===== config.mk =====
export PLATFORM = sky130hd
export DESIGN_NAME = attr_pack_loader
export DESIGN_NICKNAME = d
export VERILOG_FILES = /design/src/rtl/attr_pkg.sv /design/src/rtl/attr_word_collector.sv /design/src/rtl/attr_default_table.sv /design/src/rtl/attr_imm_assembler.sv /design/src/rtl/attr_pack_loader.sv
export SDC_FILE = /design/constraint.sdc
export NUM_CORES = 2
export LEC_CHECK = 0
export BUFFER_PORTS_ARGS = -buffer_cell sky130_fd_sc_hd__buf_4
export CAP_MARGIN = 15
export CORE_ASPECT_RATIO = 0.75
export CORE_UTILIZATION = 55
export CTS_BUF_LIST = sky130_fd_sc_hd__clkbuf_2
export DETAILED_ROUTE_END_ITERATION = 10
export PLACE_DENSITY = 0.77
export SYNTH_ARGS = -nofsm -noshare
export SYNTH_HDL_FRONTEND = slang
export SYNTH_HIERARCHICAL = 1
export SYNTH_SLANG_ARGS = --single-unit

===== constraint.sdc =====
create_clock -name clk -period 2.8 [get_ports clk]
set_input_delay 0 -clock clk [delete_from_list [all_inputs] [get_ports clk]]
set_output_delay 0 -clock clk [all_outputs]
set_load 0.01 [all_outputs]

===== src/rtl/attr_pkg.sv =====
package attr_pkg;
  localparam int COMP_W = 24;
  localparam int WORD_W = 32;
  localparam int VEC_W  = 4 * COMP_W;

  typedef struct packed {
    logic [COMP_W-1:0] w;
    logic [COMP_W-1:0] z;
    logic [COMP_W-1:0] y;
    logic [COMP_W-1:0] x;
  } attr_vec_t;

  // Split three arrival-ordered words into the four components.
  function automatic attr_vec_t split_words(input logic [WORD_W-1:0] a,
                                            input logic [WORD_W-1:0] b,
                                            input logic [WORD_W-1:0] c);
    attr_vec_t v;
    v.w = a[31:8];
    v.z = {a[7:0], b[31:16]};
    v.y = {b[15:0], c[31:24]};
    v.x = c[23:0];
    return v;
  endfunction
endpackage


===== src/rtl/attr_word_collector.sv =====
module attr_word_collector
  import attr_pkg::*;
(
  input  logic              clk,
  input  logic              rst_n,
  input  logic              take,
  input  logic              clear,
  input  logic [WORD_W-1:0] data,
  output logic              done,
  output attr_vec_t         vec
);
  localparam logic [1:0] LAST = 2'd2;

  logic [1:0]        cnt_q, cnt_d;
  logic [WORD_W-1:0] w0_q, w1_q;
  logic              w0_en, w1_en;

  always_comb begin
    w0_en = take && (cnt_q == 2'd0);
    w1_en = take && (cnt_q == 2'd1);
    cnt_d = cnt_q;
    if (clear)     cnt_d = 2'd0;
    else if (take) cnt_d = (cnt_q == LAST) ? 2'd0 : cnt_q + 2'd1;
  end

  always_ff @(posedge clk or negedge rst_n) begin
    if (!rst_n) cnt_q <= 2'd0;
    else        cnt_q <= cnt_d;
  end

  always_ff @(posedge clk or negedge rst_n) begin
    if (!rst_n)     w0_q <= '0;
    else if (w0_en) w0_q <= data;
  end

  always_ff @(posedge clk or negedge rst_n) begin
    if (!rst_n)     w1_q <= '0;
    else if (w1_en) w1_q <= data;
  end

  assign done = take && (cnt_q == LAST);
  assign vec  = split_words(w0_q, w1_q, data);


  restart_after_vec_chk: assert property (@(posedge clk) disable iff (!rst_n)
    done |=> (cnt_q == 2'd0));
endmodule


===== src/rtl/attr_default_table.sv =====
module attr_default_table
  import attr_pkg::*;
#(
  parameter int ENTRIES = 15,
  parameter int AW      = 4
) (
  input  logic          clk,
  input  logic          rst_n,
  input  logic          we,
  input  logic [AW-1:0] waddr,
  input  attr_vec_t     wvec,
  input  logic [AW-1:0] raddr,
  output attr_vec_t     rvec
);
  localparam logic [AW-1:0] TOP = AW'(ENTRIES - 1);

  attr_vec_t mem_q [ENTRIES];

  for (genvar e = 0; e < ENTRIES; e++) begin : g_entry
    logic en;
    assign en = we && (waddr == AW'(e));
    always_ff @(posedge clk or negedge rst_n) begin
      if (!rst_n)  mem_q[e] <= '0;
      else if (en) mem_q[e] <= wvec;
    end
  end

  always_comb begin
    rvec = '0;
    if (raddr <= TOP) rvec = mem_q[raddr];
  end


  table_addr_in_range_chk: assert property (@(posedge clk) disable iff (!rst_n)
    we |-> (waddr <= TOP));
endmodule


===== src/rtl/attr_imm_assembler.sv =====
module attr_imm_assembler
  import attr_pkg::*;
#(
  parameter int SLOTS = 8,
  parameter int SW    = 3
) (
  input  logic               clk,
  input  logic               rst_n,
  input  logic               slot_we,
  input  attr_vec_t          slot_vec,
  input  logic [SW-1:0]      max_slot,
  input  logic               rst_req,
  input  logic               out_ready,
  output logic               out_valid,
  output logic [SLOTS*VEC_W-1:0] out_vertex,
  output logic               out_pipe_reset
);
  logic [SW-1:0] slot_q, slot_d;
  logic          emit;
  logic          valid_q, valid_d;
  logic          pend_q, pend_d;
  logic          flag_q, flag_d;
  attr_vec_t     slot_mem_q [SLOTS];

  always_comb begin
    emit    = slot_we && (slot_q >= max_slot);
    slot_d  = slot_q;
    if (slot_we) slot_d = emit ? '0 : slot_q + SW'(1);
    valid_d = emit ? 1'b1 : (valid_q && !out_ready);
    pend_d  = emit ? rst_req : (pend_q || rst_req);
    flag_d  = emit ? pend_q : flag_q;
  end

  always_ff @(posedge clk or negedge rst_n) begin
    if (!rst_n) begin
      slot_q  <= '0;
      valid_q <= 1'b0;
      pend_q  <= 1'b0;
      flag_q  <= 1'b0;
    end else begin
      slot_q  <= slot_d;
      valid_q <= valid_d;
      pend_q  <= pend_d;
      flag_q  <= flag_d;
    end
  end

  for (genvar s = 0; s < SLOTS; s++) begin : g_slot
    logic en;
    assign en = slot_we && (slot_q == SW'(s));
    always_ff @(posedge clk or negedge rst_n) begin
      if (!rst_n)  slot_mem_q[s] <= '0;
      else if (en) slot_mem_q[s] <= slot_vec;
    end
    assign out_vertex[s*VEC_W +: VEC_W] = slot_mem_q[s];
  end

  assign out_valid      = valid_q;
  assign out_pipe_reset = flag_q;


  stall_hold_chk: assert property (@(posedge clk) disable iff (!rst_n)
    (valid_q && !out_ready) |=> (valid_q && $stable(out_vertex) && $stable(flag_q)));


  no_fill_while_offered_chk: assert property (@(posedge clk) disable iff (!rst_n)
    (valid_q && !out_ready) |-> !slot_we);


  pend_clear_on_emit_chk: assert property (@(posedge clk) disable iff (!rst_n)
    $fell(pend_q) |-> $rose(valid_q));
endmodule


===== src/rtl/attr_pack_loader.sv =====
module attr_pack_loader
  import attr_pkg::*;
#(
  parameter int                ADDR_W     = 10,
  parameter int                IDX_W      = 5,
  parameter int                ENTRIES    = 15,
  parameter int                SLOTS      = 8,
  parameter int                TAW        = $clog2(ENTRIES + 1),
  parameter int                SW         = $clog2(SLOTS),
  parameter logic [ADDR_W-1:0] CFG_ADDR   = 10'h232,
  parameter logic [ADDR_W-1:0] DATA_BASE  = 10'h233
) (
  input  logic                   clk,
  input  logic                   rst_n,
  input  logic                   wr_en,
  input  logic [ADDR_W-1:0]      wr_addr,
  input  logic [31:0]            wr_data,
  output logic                   wr_ready,
  input  logic [SW-1:0]          max_slot,
  input  logic                   pipe_rst_req,
  input  logic [TAW-1:0]         rd_addr,
  output logic [95:0]            rd_data,
  output logic [IDX_W-1:0]       attr_index,
  output logic                   index_err,
  output logic                   out_valid,
  input  logic                   out_ready,
  output logic [SLOTS*96-1:0]    out_vertex,
  output logic                   out_pipe_reset
);
  localparam logic [IDX_W-1:0]  IMM_IDX   = IDX_W'(ENTRIES);
  localparam logic [ADDR_W-1:0] DATA_LAST = DATA_BASE + ADDR_W'(2);

  logic             accept, data_hit, cfg_hit;
  logic             vec_done;
  attr_vec_t        vec;
  logic             tbl_we, imm_we, drop;
  logic [IDX_W-1:0] idx_q, idx_d;
  logic             err_q;
  attr_vec_t        rvec;

  assign wr_ready = !(out_valid && !out_ready);
  assign accept   = wr_en && wr_ready;
  assign data_hit = accept && (wr_addr >= DATA_BASE) && (wr_addr <= DATA_LAST);
  assign cfg_hit  = accept && (wr_addr == CFG_ADDR);

  attr_word_collector i_collect (
    .clk   (clk),
    .rst_n (rst_n),
    .take  (data_hit),
    .clear (cfg_hit),
    .data  (wr_data),
    .done  (vec_done),
    .vec   (vec)
  );

  always_comb begin
    tbl_we = vec_done && (idx_q < IMM_IDX);
    imm_we = vec_done && (idx_q == IMM_IDX);
    drop   = vec_done && (idx_q > IMM_IDX);
    idx_d  = idx_q;
    if (cfg_hit)     idx_d = wr_data[IDX_W-1:0];
    else if (tbl_we) idx_d = idx_q + IDX_W'(1);
  end

  always_ff @(posedge clk or negedge rst_n) begin
    if (!rst_n) begin
      idx_q <= '0;
      err_q <= 1'b0;
    end else begin
      idx_q <= idx_d;
      err_q <= drop;
    end
  end

  attr_default_table #(.ENTRIES(ENTRIES), .AW(TAW)) i_table (
    .clk   (clk),
    .rst_n (rst_n),
    .we    (tbl_we),
    .waddr (idx_q[TAW-1:0]),
    .wvec  (vec),
    .raddr (rd_addr),
    .rvec  (rvec)
  );

  attr_imm_assembler #(.SLOTS(SLOTS), .SW(SW)) i_imm (
    .clk            (clk),
    .rst_n          (rst_n),
    .slot_we        (imm_we),
    .slot_vec       (vec),
    .max_slot       (max_slot),
    .rst_req        (pipe_rst_req),
    .out_ready      (out_ready),
    .out_valid      (out_valid),
    .out_vertex     (out_vertex),
    .out_pipe_reset (out_pipe_reset)
  );

  assign rd_data    = rvec;
  assign attr_index = idx_q;
  assign index_err  = err_q;


  index_step_chk: assert property (@(posedge clk) disable iff (!rst_n)
    (vec_done && (idx_q < IMM_IDX)) |=> (idx_q == $past(idx_q) + IDX_W'(1)));


  drop_keeps_index_chk: assert property (@(posedge clk) disable iff (!rst_n)
    (vec_done && (idx_q > IMM_IDX)) |=> (index_err && $stable(idx_q)));


  imm_index_sticks_chk: assert property (@(posedge clk) disable iff (!rst_n)
    (vec_done && (idx_q == IMM_IDX)) |=> (idx_q == IMM_IDX));
endmodule


# == Word level (Yosys, flattened, before mapping) ==
# Cells that the tools add are included.
# totals
register_bits,2286
latchBits,0
ram_bits,0
mem_bits_ro,0
input_bits,54
wordCells,192
n_memories,0
# op_classes
addsub,3
multipliers,0
div_mod_pow,0
magnitude_cmp,7
eq_ne,25
shifts,0
muxes,12
n_bitwise,1
reduce_logical,43
# ops
op,count
binary-select mux 96 bit (select 4 bit),1
two-way mux 96 bit,3
logical AND 1 bit,35
== test 4 bit (second input constant),7
== test 4 x 3 -> 1 bit (second input constant),4
== test 3 bit (second input constant),4
== test 10 bit (second input constant),1
>= comparator 10 bit (second input constant),1
<= comparator 10 bit (second input constant),1
two-way mux 5 bit,2
== test 4 x 2 -> 1 bit (second input constant),2
== test 3 x 2 -> 1 bit (second input constant),2
two-way mux 2 bit,3
adder 5 x 1 -> 5 bit (second input constant),1
== test 5 x 4 -> 1 bit (second input constant),1
>= comparator 5 bit (second input constant),1
> comparator 5 x 4 -> 1 bit (second input constant),1
< comparator 5 x 4 -> 1 bit (second input constant),1
inverter 4 -> 5 bit,1
== test 4 x 1 -> 1 bit (second input constant),1
<= comparator 4 bit (second input constant),1
logical NOT 4 bit,1
nonzero test 2 bit,2
adder 3 x 1 -> 3 bit (second input constant),1
11 further kinds,13

# == Longest topological paths before layout ==
# depth
ltp_word,10
ltp_mapped,12
depth_no_buf,9

# == Hierarchy ==
# Netlist, hierarchy kept.
# modules_own_cells
mod,instances,cells_each,area_each_um2,seq_area_each_um2
attr_default_table,1,4160,65346.4,36034.6
attr_imm_assembler,1,1669,28885.2,19368.6
attr_word_collector,1,176,2751.4,1651.6
attr_pack_loader,1,43,430.4,150.1

# == Worst setup path before layout ==
# Ideal clock, no wire load.
# synth_path
path_kind,reg2reg
from,register i_imm.valid_q (netlist: i_imm/out_valid)
to,register i_table/mem_q[1110] in the netlist's numbering
t_arrival_ns,2.786
t_required_ns,2.675
slack_ns,-0.110
stages_incl_launch_ff,12
path_buffers,3
cell_sequence,dfrtp_1 -> nand2b_1 -> and4_2 -> and3b_1 -> and2b_1 -> and2_1 -> nor3b_2 -> and3_1 -> clkbuf_1 -> buf_2 -> buf_4 -> mux2_2
# synth_between
elab_chain_len,8
# synth_lines
item,line_no,rtl
start: declaration,attr_imm_assembler.sv:20,"logic valid_q, valid_d;"
start signal: assignment,attr_imm_assembler.sv:42,valid_q <= valid_d;
logical AND 1 bit,attr_pack_loader.sv:41,assign wr_ready = !(out_valid && !out_ready);
logical NOT 1 bit,attr_pack_loader.sv:41,
named net wr_ready,attr_pack_loader.sv:18,"output logic wr_ready,"
logical AND 1 bit,attr_pack_loader.sv:42,assign accept = wr_en && wr_ready;
logical AND 1 bit (2 in a row),attr_pack_loader.sv:43,assign data_hit = accept && (wr_addr >= DATA_BASE) && (wr_addr <= DATA_LAST);
named net data_hit,attr_pack_loader.sv:33,"logic accept, data_hit, cfg_hit;"
logical AND 1 bit,attr_word_collector.sv:41,assign done = take && (cnt_q == LAST);
named net vec_done,attr_pack_loader.sv:34,logic vec_done;
logical AND 1 bit,attr_pack_loader.sv:57,tbl_we = vec_done && (idx_q < IMM_IDX);
named net tbl_we,attr_pack_loader.sv:36,"logic tbl_we, imm_we, drop;"
logical AND 1 bit,attr_default_table.sv:21,assign en = we && (waddr == AW'(e));
end signal: indexed assignment,attr_default_table.sv:24,else if (en) mem_q[e] <= wvec;
end: declaration,attr_default_table.sv:17,attr_vec_t mem_q [ENTRIES];
# The timed path passes the listed nets, and every way through them passes these cells.
# A chain may end at the register's enable or synchronous reset.

# == Final worst setup path ==
# layout_path
from,register i_table/mem_q[313] in the netlist's numbering
to,output rd_data[25]
# layout_between
elab_chain_len,4
# layout_lines
item,line_no,rtl
binary-select mux 96 bit (select 4 bit),attr_default_table.sv:30,if (raddr <= TOP) rvec = mem_q[raddr];
two-way mux 96 bit (implied by the code) (2 in a row),attr_default_table.sv:30,
two-way mux 96 bit,attr_default_table.sv:30,
end: declaration,attr_pack_loader.sv:22,"output logic [95:0] rd_data,"
# No other way between the ends. The select of a mux whose other input is x is not followed.

==> key figures <==
Finish
  • Post-route core utilization: 67.39%
  • Fill cells: 12000
  • Commonest cells after routing, fill and taps aside: 2285 x dfrtp_1, 2210 x mux2_2, 1105 x buf_4
  • Most common cell after layout, fill and taps aside: dfrtp_1
  • Syn-to-layout area delta: 21.46%
  • Layout cells sized above 1: 61.58%
  • Net total in the final layout: 7702

Synth
  • Yosys warnings: 6
  • Asr flop ratio synth: 100.0%
  • Unique masters post-synth: 46
  • EDFF count, synth: 0
  • Avg Cell Area, Syn: 16.11 sq um
  • Synthesized flop and latch total: 2286
  • Syn nets: 6113
  • Seq/Total Area, Yosys: 58.72%
  • Post-Syn Area: 97410 sq um
  • Post-Synthesis Cells: 6048
  • Main synth FF type: dfrtp_1

STA
  • Setup Total Neg Slack: -76480 ps
  • Final WS setup: -535.3 ps
  • Hold Fails Final Rpt: 0
  • Max Clk Rate: 299.8 MHz
  • Tmin final: 3335 ps
  • Final Cycle Share: 119.1%
  • # setup viols final: 691
  • Slew Viols, Final: 0
  • RSZ-0062 raised after global routing: yes
  • Worst Hold Margin: 274.4 ps
  • Max-slew headroom: 15.95%
  • Clk_skew: 183.1 ps
  • Worst-margin pin slew: 1261 ps

CTS
  • CTS tree: built
  • Clk sinks: 2286
  • Clock Root Buffer: clkbuf_2
  • Worst-path clk slew: 120 ps
  • CTS H-tree depth: 6
  • Skew-Pair Late Insertion Delay: 1860 ps
  • Clk buf depth: 4
  • CTS Buf Count: 568

Floorplanning
  • Starting Density: 55.49%
  • Die area: 178800 sq um
  • # rows: 133
  • Total core area: 175600 sq um
  • Io pins: 927
  • DIE HEIGHT: 366.5 um
  • Die width: 488.0 um

Detailed routing
  • First DRT Iteration DRCs: 4672
  • Routed via count: 61750
  • DR WL met3: 21.19 mm
  • Met2 routed WL: 138.3 mm
  • M1 wire length: 121.8 mm
  • Post-route ant nets: 0
  • Drc violations: 0
  • WL final: 292.9 mm
  • WL per Instance: 28.33 um
  • Top Metal Used: met5
  • DR vias/cell: 5.972
  • Length of the first detailed-routing pass in iterations: 7

Power and ir drop
  • Power per cell area: 483.4 nW/um^2
  • Overall power: 57.20 mW
  • LEAKAGE: 61.52 nW
  • Worst VDD drop: 398.0 uV

Global route
  • First-pass GRT wire length: 426.1 mm
  • Largest net degree at the start of global routing: 125
  • Total GRT Usage: 32.05%
  • Initial antenna violation count: 14
  • Vias in the first global route: 65390
  • GR Overflow Total: 0

Critical path
  • Critical path class: register to output pin
  • Crit end category: output pin
  • Worst EP arrival: 3340 ps
  • Req. time, crit path: 2800 ps
  • CP startpoint kind: register
  • R2r setup slk: -200 ps
  • Worst-path fanout max: 2

Placement
  • Port buffer count: 926
  • DP HPWL: 175.7 mm
  • Routability Congestion: 0.8034

Outcome
  • Violated checks: negative setup slack
  • Status: complete, but fails checks

Run
  • Max Cap Violations: 0

Hold path
  • Hold Crit Class: primary input to register
metrics by stage:
stage | cell area [sq um] | setup WS (ps) | instances
floorplan | 97420 | 32.03 | 6048
global placement | 108800 | -57.27 | 9123
CTS | 116500 | -718.2 | 10230
finish | 118300 | -535.3 | 10340
global route | 118300 | -760.9 | 10340
detailed placement | 108800 | -50.04 | 9124
flip-flops by register name (all words and copies together), names as in the netlist:
signal,flops
i_collect/w0_q,32
index_err,1
i_collect/cnt_q,2
i_table/mem_q,1440
i_imm/slot_q,3
i_imm/out_valid,1
i_imm/out_vertex,768
attr_index,5
i_imm/out_pipe_reset,1
i_imm/pend_q,1
i_collect/w1_q,32
where the power goes:
| group | internal, mW | total [mW] | switching (mW) |
|---|---|---|---|
| sequential | 33.0 | 33.1 | 0.132 |
| combinational | 0.787 | 2.54 | 1.75 |
| clock | 8.21 | 21.5 | 13.3 |
critical path: stages (launching register included):
cell     delay [ps]
dfrtp_1         400
mux4_2          480
a22oi_2         310
o21ai_1         130
buf_4           180
repair_timing:
action	4_1_cts	5_1_grt
endpoints found under the hold margin	4550	0
endpoints found under the setup margin	831	1365
setup buffers	24	75
resized for setup	207	142
pin swaps	58	24
hold buffers	179	0
gates cloned	6	28
per-layer routing:
| metal | vias to the layer above | track usage (%) |
|---|---|---|
| li1 | 25570 | - |
| met1 | 33220 | 43.42 |
| met2 | 2355 | 50.32 |
| met3 | 607 | 7.299 |
| met4 | 2 | 12.73 |
| met5 | - | 0 |
Yosys cell counts, types with 3 or more instances:
cell type | count | area (sq um)
mux2_2 | 2254 | 25380
buf_1 | 21 | 78.83
dfrtp_1 | 2286 | 57200
buf_2 | 200 | 1001
clkbuf_1 | 183 | 686.9
mux4_2 | 288 | 6486
nand2_1 | 9 | 33.78
nand3_1 | 3 | 15.01
buf_4 | 91 | 683.2
nor3b_2 | 3 | 37.54
mux2_4 | 10 | 150.1
or3_1 | 3 | 18.77
a21oi_1 | 7 | 35.03
a22oi_1 | 96 | 720.7
ha_1 | 11 | 137.6
nor2_1 | 15 | 56.30
nand3b_1 | 5 | 37.54
buf_6 | 14 | 157.7
o21ai_0 | 99 | 495.5
inv_1 | 12 | 45.04
mux2i_1 | 290 | 2903
nand3_2 | 6 | 60.06
nand2b_1 | 103 | 644.4
mux2_1 | 9 | 101.4
worst paths after layout:
| check | depth (start not counted) | end | startpoint |
|---|---|---|---|
| min in group asynchronous | 6 | i_table/mem_q[732] | rst_n |
| worst min register to register | 1 | i_table/mem_q[633] | i_table/mem_q[633] |
| worst max-delay path | 4 | rd_data[25] | i_table/mem_q[313] |
| worst max register to register | 13 | i_table/mem_q[73] | i_imm/out_valid |
| max in group asynchronous | 8 | i_table/mem_q[633] | rst_n |
| worst min-delay path | 6 | i_imm/pend_q | pipe_rst_req |
final cells by class:
class,count,area (sq um),share of cell area [%]
Sequential cell,2286,57210,48.35
Multi-Input combinational cell,3239,38410,32.46
Timing Repair Buffer,1529,15060,12.73
Clock buffer,797,3989,3.371
Tap cell,2362,2955,2.498
Clock inverter,98,599.3,0.5065
Inverter,13,51.30,0.04336
Antenna cell,17,42.54,0.03596
cell families after synthesis:
family                   share of synthesized area, %
AND/OR/NAND/NOR                                 1.067
AO/OA/AOI/OAI                                   1.381
adder cells (fa/ha/maj)                        0.1413
multiplexers                                    35.95
flip-flops                                      58.72
buffers and inverters                           2.735
(Power assumes the default switching activity.)
